File: src/rtl/tckgen_pkg.sv
// Shared types and helpers for the test clock generator.
package tckgen_pkg;

    // Clock source selection for the generator.
    typedef enum logic {
        MODE_DIVIDED  = 1'b0,
        MODE_ADAPTIVE = 1'b1
    } tck_mode_e;

    // True when a divisor value lies inside the accepted range.
    function automatic logic div_ok(input logic [31:0] value, input int unsigned max_val);
        return (value >= 32'd2) && (value <= max_val);
    endfunction

endpackage

File: src/rtl/tckgen_sync.sv
// Synchroniser chain for the asynchronous returned clock.
// Assumes STAGES >= 2; the output resets to 0, matching the reset level of tck.
module tckgen_sync #(
    parameter int STAGES = 2
) (
    input  logic clk,
    input  logic rst_n,
    input  logic d,
    output logic q
);
    logic [STAGES-1:0] chain;

    for (genvar i = 0; i < STAGES; i++) begin : g_stage
        if (i == 0) begin : g_first
            // First flop samples the asynchronous input.
            always_ff @(posedge clk) begin
                if (!rst_n) chain[i] <= 1'b0;
                else        chain[i] <= d;
            end
        end else begin : g_next
            // Later flops resolve metastability.
            always_ff @(posedge clk) begin
                if (!rst_n) chain[i] <= 1'b0;
                else        chain[i] <= chain[i-1];
            end
        end
    end

    assign q = chain[STAGES-1];
endmodule

File: src/rtl/tckgen_divcnt.sv
// Phase counter for divided mode: asks for a tck toggle once the current
// phase has lasted `half` system clocks. Assumes half >= 1 and that the
// owner pulses `restart` on every toggle.
module tckgen_divcnt #(
    parameter int HW = 12
) (
    input  logic          clk,
    input  logic          rst_n,
    input  logic          en,
    input  logic          restart,
    input  logic [HW-1:0] half,
    output logic          fire
);
    logic [HW-1:0] cnt;

    assign fire = en && (cnt == half - HW'(1));

    // Count cycles spent in the current phase.
    always_ff @(posedge clk) begin
        if (!rst_n)              cnt <= '0;
        else if (!en || restart) cnt <= '0;
        else                     cnt <= cnt + HW'(1);
    end
endmodule

File: src/rtl/tckgen_adapt.sv
// Adaptive pacing: asks for a toggle once the synchronised returned clock
// matches tck, or forces the toggle after TMO cycles without a match.
// Assumes TMO >= 2.
module tckgen_adapt #(
    parameter int TMO = 1024
) (
    input  logic clk,
    input  logic rst_n,
    input  logic en,
    input  logic tck,
    input  logic rtck_s,
    output logic fire,
    output logic tmo
);
    localparam int WW = $clog2(TMO);

    logic [WW-1:0] wcnt;
    logic          match;
    logic          limit;

    assign match = (rtck_s == tck);
    assign limit = (wcnt == WW'(TMO - 1));
    assign fire  = en && (match || limit);
    assign tmo   = en && !match && limit;

    // Count cycles spent waiting for the echo since the last edge.
    always_ff @(posedge clk) begin
        if (!rst_n)           wcnt <= '0;
        else if (!en || fire) wcnt <= '0;
        else                  wcnt <= wcnt + WW'(1);
    end
endmodule

File: src/rtl/tckgen_top.sv
// Test clock generator. It drives tck either from a programmable even divider
// or paced by the target's returned clock. Divisor and mode writes are staged
// and only applied at a falling edge of tck, so a phase is never cut short.
// Assumes rtck is asynchronous to clk.
module tckgen_top
    import tckgen_pkg::*;
#(
    parameter int DIV_W   = 13,
    parameter int DIV_MAX = 8190,
    parameter int DIV_RST = 4,
    parameter int TMO_CYC = 1024,
    parameter int SYNC_N  = 2
) (
    input  logic             clk,
    input  logic             rst_n,
    input  logic             div_we,
    input  logic [DIV_W-1:0] div_wdata,
    input  logic             adapt_set,
    input  logic             adapt_clr,
    input  logic             err_clr,
    input  logic             rtck,
    output logic             tck,
    output logic             tck_rise,
    output logic             tck_fall,
    output logic             rtck_err
);
    localparam int HW = DIV_W - 1;

    logic [HW-1:0] half_pend;
    logic [HW-1:0] half_act;
    tck_mode_e     mode_pend;
    tck_mode_e     mode_act;
    logic          adapt_act;
    logic          rtck_s;
    logic          div_fire;
    logic          ad_fire;
    logic          ad_tmo;
    logic          toggle;
    logic          div_legal;

    assign div_legal = div_ok(32'(div_wdata), DIV_MAX);
    assign adapt_act = (mode_act == MODE_ADAPTIVE);
    assign toggle    = adapt_act ? ad_fire : div_fire;

    // Stage a legal divisor as a half-period length.
    always_ff @(posedge clk) begin
        if (!rst_n)                     half_pend <= HW'(DIV_RST / 2);
        else if (div_we && div_legal)   half_pend <= div_wdata[DIV_W-1:1];
    end

    // Stage the mode; a clear strobe outranks a set strobe.
    always_ff @(posedge clk) begin
        if (!rst_n)         mode_pend <= MODE_DIVIDED;
        else if (adapt_clr) mode_pend <= MODE_DIVIDED;
        else if (adapt_set) mode_pend <= MODE_ADAPTIVE;
    end

    // Apply the staged settings on a falling edge of tck.
    always_ff @(posedge clk) begin
        if (!rst_n) begin
            half_act <= HW'(DIV_RST / 2);
            mode_act <= MODE_DIVIDED;
        end else if (toggle && tck) begin
            half_act <= half_pend;
            mode_act <= mode_pend;
        end
    end

    // Drive tck and the edge enables from the selected toggle request.
    always_ff @(posedge clk) begin
        if (!rst_n) begin
            tck      <= 1'b0;
            tck_rise <= 1'b0;
            tck_fall <= 1'b0;
        end else begin
            tck      <= tck ^ toggle;
            tck_rise <= toggle && !tck;
            tck_fall <= toggle && tck;
        end
    end

    // Keep the timeout flag until software clears it; a new timeout wins.
    always_ff @(posedge clk) begin
        if (!rst_n)       rtck_err <= 1'b0;
        else if (ad_tmo)  rtck_err <= 1'b1;
        else if (err_clr) rtck_err <= 1'b0;
    end

    tckgen_sync #(.STAGES(SYNC_N)) u_sync (
        .clk   (clk),
        .rst_n (rst_n),
        .d     (rtck),
        .q     (rtck_s)
    );

    tckgen_divcnt #(.HW(HW)) u_divcnt (
        .clk     (clk),
        .rst_n   (rst_n),
        .en      (!adapt_act),
        .restart (toggle),
        .half    (half_act),
        .fire    (div_fire)
    );

    tckgen_adapt #(.TMO(TMO_CYC)) u_adapt (
        .clk    (clk),
        .rst_n  (rst_n),
        .en     (adapt_act),
        .tck    (tck),
        .rtck_s (rtck_s),
        .fire   (ad_fire),
        .tmo    (ad_tmo)
    );
endmodule

File: config.mk
export PLATFORM = sky130hd
export DESIGN_NAME = tckgen_top
export DESIGN_NICKNAME = d
export VERILOG_FILES = /design/src/rtl/tckgen_pkg.sv /design/src/rtl/tckgen_sync.sv /design/src/rtl/tckgen_divcnt.sv /design/src/rtl/tckgen_adapt.sv /design/src/rtl/tckgen_top.sv
export SDC_FILE = /design/constraint.sdc
export NUM_CORES = 1
export LEC_CHECK = 0
export BUFFER_PORTS_ARGS = -buffer_cell sky130_fd_sc_hd__buf_2
export CORE_MARGIN = 2
export CORE_UTILIZATION = 55
export CTS_BUF_LIST = sky130_fd_sc_hd__clkbuf_8
export DETAILED_ROUTE_END_ITERATION = 7
export GPL_TIMING_DRIVEN = 0
export PLACE_DENSITY = 0.77
export SYNTH_ARGS = -nofsm -noshare
export SYNTH_HDL_FRONTEND = slang
export SYNTH_SLANG_ARGS = --single-unit
export TNS_END_PERCENT = 1
File: constraint.sdc
create_clock -name clk -period 4.25 [get_ports clk]
set_input_delay 0.2125 -clock clk [delete_from_list [all_inputs] [get_ports clk]]
set_output_delay 0.2125 -clock clk [all_outputs]
set_load 0.05 [all_outputs]
==> metrics.cfg <==
[final_layout]
final_cell_area_um2=3010
syn_to_final_growth_pct=12.0
seqCellArea_um2=1080
final_common_cell=dfxtp_1
final_cell_mix=dfxtp_1 (54), mux2i_1 (25), buf_2 (25), nor2b_1 (24), xor2_1 (18)
layout.nets=327
fillCellCount=399
multi_input_area_um2=1490
drive_gt1_share_pct=19.1
diodes=0
fin_cells=370

[setup_path]
cp-startpoint=half_act[0]
worstSetupEndpointType=flip-flop
crit_arrival_ns=4.01
cp_cell_sequence=clkbuf_1 > inv_1 > ha_1 > or4b_1 > xor2_1 > nor4b_2 > a311oi_2 > nor4_4 > o21ba_2 > ha_1 > clkbuf_1 > clkbuf_2 > mux2i_1 > nor2b_1
worst_r2r_path_depth=14
rr_endpoint=half_act[6]
crit_path_max_fanout=10
path_class=reg -> reg
worst-path-buf-inv=4
critPathLaunchType=flip-flop
endpoint=half_act[6]
cpMaxStageDelayCell=or4b_1
r2r_setup_slack_ns=0.45
cp_num_cells=14
slowest_delay_ns=0.57
r2r_start=half_act[0]
required_ns=4.46
crit_family=simple AND/OR/NAND/NOR gates

[timing]
rsz0062_at_grt=no
relSlewSlack_pct=53.0
finClkSkew_ns=0.0104
tightest_slew_ns=0.704
setup_violations=0
period_share_pct=89.4
fmax_mhz=263
fin_crit_ns=3.80
maxSlewViolCount=0
finalSetupTns_ns=0
timing.final.ws_setup_ns=0.451
hold_violations=0

[placement]
gp_congestion=0.765
dp_hpwl_mm=3.59
postPlaceCellArea_um2=2880
pre_cts_ws_ns=0.276
port_buffers=23
dp_cells=362

[floorplan]
core_area_um2=4720
die_area_um2=5460
io_pins=24
die_w_um=73.9
start_util_pct=56.8
die_h_um=73.9
num_rows=25

[global_route]
grt_pass1_vias=1776
grt_first_pass_wirelength_mm=7.87
grt_overflow=0
grt_usage_pct=18.5
antenna_found_initial=0
grt_max_degree=18

[detailed_routing]
avgViaCountPerCell=5.22
drt_iter0_drc=79
drtAntennaViolNets=0
drc=0
vias=1933
routed_wl_mm=4.74
drt-pass1-iter-count=4
wl_per_cell_um=12.8

[synthesis]
seq_area_frac_synth_pct=40.3
yosysTopAreaCell=dfxtp_1
synth_area_leaders=dfxtp_1 (40%), mux2i_1 (9.3%), xor2_1 (5.9%)
yosys_warnings=0
syn_area_um2=2690
synthArstFlopShare_pct=0
avgSynthCellArea_um2=9.87
synth_cell_types=48
synthCells=272
ys.flop_type=dfxtp_1
synth_edf_count=0
netlist.area_leader.share_pct=40.3
synth.net_count=297
ys_ff_latch=54

[pwr]
leakagePower_nw=1.16
p_per_area_nw_per_um2=416
finalPower_mw=1.25
peakVddDrop_mv=0.317

[worst_hold_path]
hold_class=in -> reg

[clock_network]
cts_buffer_depth=2
clkTransAtPathRegs_ns=0.10
htree_levels=2
cts_tree=yes
cts_root_buf=clkbuf_8
cts_setup_buffers=0
cts_made_buffers=5
clk-insertion-delay-late_ns=0.32
clock-sinks=54

[run]
cap_violations=0

[status]
outcome=finished clean

==> stage by stage <==
| step | util, % | hold WS (ns) |
|---|---|---|
| after floorplan | - | 0.289 |
| after global placement | 61.1 | 0.375 |
| after detailed placement | 61.1 | 0.402 |
| after CTS | 63.6 | 0.0608 |
| after global routing | 63.7 | 0.0629 |
| final | 63.7 | 0.0621 |
==> worst min-delay path by stage <==
stage | startpoint | endpoint | slack, ns | depth (start not counted)
floorplan | adapt_clr | mode_pend | 0.29 | 1
global placement | adapt_clr | mode_pend | 0.37 | 2
detailed placement | adapt_clr | mode_pend | 0.40 | 2
CTS | adapt_clr | mode_pend | 0.06 | 2
global route | adapt_clr | mode_pend | 0.06 | 2
finish | adapt_clr | mode_pend | 0.06 | 2
==> registers in the layout, summed over array words and instances, names as in the netlist <==
register	cells
tck	1
u_sync.chain	1
u_divcnt.cnt	12
half_pend	12
mode_pend	1
u_adapt.wcnt	10
u_sync.q	1
rtck_err	1
tck_fall	1
adapt_act	1
half_act	12
tck_rise	1
==> cells in the mapped netlist, types with 2 or more instances <==
| library cell | instances |
|---|---|
| and2_1 | 6 |
| and3_1 | 7 |
| buf_2 | 2 |
| buf_6 | 2 |
| clkbuf_1 | 6 |
| dfxtp_1 | 54 |
| ha_1 | 5 |
| inv_1 | 4 |
| mux2i_1 | 25 |
| nand2_1 | 13 |
| nand2b_1 | 2 |
| nand3_1 | 12 |
| nand3b_1 | 2 |
| nand4_1 | 5 |
| nor2_1 | 17 |
| nor2b_1 | 24 |
| nor3_1 | 8 |
| nor3_2 | 10 |
| nor3b_1 | 2 |
| nor4_1 | 4 |
| o211ai_1 | 2 |
| o21ai_0 | 2 |
| o21ba_2 | 2 |
| or3_1 | 2 |
| xnor2_1 | 14 |
| xor2_1 | 18 |
==> cell families (layout without fill, tap and decap cells) <==
group | count (synthesis) | count (layout) | share of synthesized area, %
AOI/OAI and AO/OA | 16 | 16 | 4.89
xor gates and xnor gates | 33 | 33 | 11.0
adders and majority gates | 5 | 5 | 2.33
buffers and inverters | 17 | 48 | 4.33
DFF | 54 | 54 | 40.3
muxes | 26 | 26 | 9.74
and+or+nand+nor | 121 | 121 | 27.4
==> power by group <==
group | total (mW) | internal (mW) | switching, mW
logic | 0.323 | 0.141 | 0.182
clock network | 0.363 | 0.194 | 0.169
registers | 0.564 | 0.538 | 0.0260
==> metal layers <==
layer  GRT usage (%)  up-vias  routed length [um]
li1                -     1002                   -
met1            25.4      902                2310
met2            29.3       22                2250
met3            3.70        7                 102
met4            6.06        0                  74
met5               0        -                   0
==> final cells by class <==
type,instances,share of cell area [%]
plain buffers,13,3.41
clock buffers,6,2.75
clock inverters,2,1.29
inverters,4,0.499
multi-input cells,201,49.5
flip-flops and latches,54,36.0
well taps,67,2.79
repair buffers,23,3.83
==> timing repair <==
action	CTS	global route
endpoints found under the setup margin	0	7
gates resized for setup	0	2
hold buffers	0	0
==> worst reg2reg max path: cells and delay by family (launching register included) <==
| family | cells | cell delay [ns] |
|---|---|---|
| and+or+nand+nor | 4 | 1.24 |
| DFF | 1 | 0.31 |
| buffers and inverters | 4 | 0.98 |
| muxes | 1 | 0.24 |
| AOI/OAI and AO/OA | 2 | 0.31 |
| xor gates and xnor gates | 1 | 0.22 |
| adders and majority gates | 2 | 0.42 |
Power figures use the tool's default switching activity.
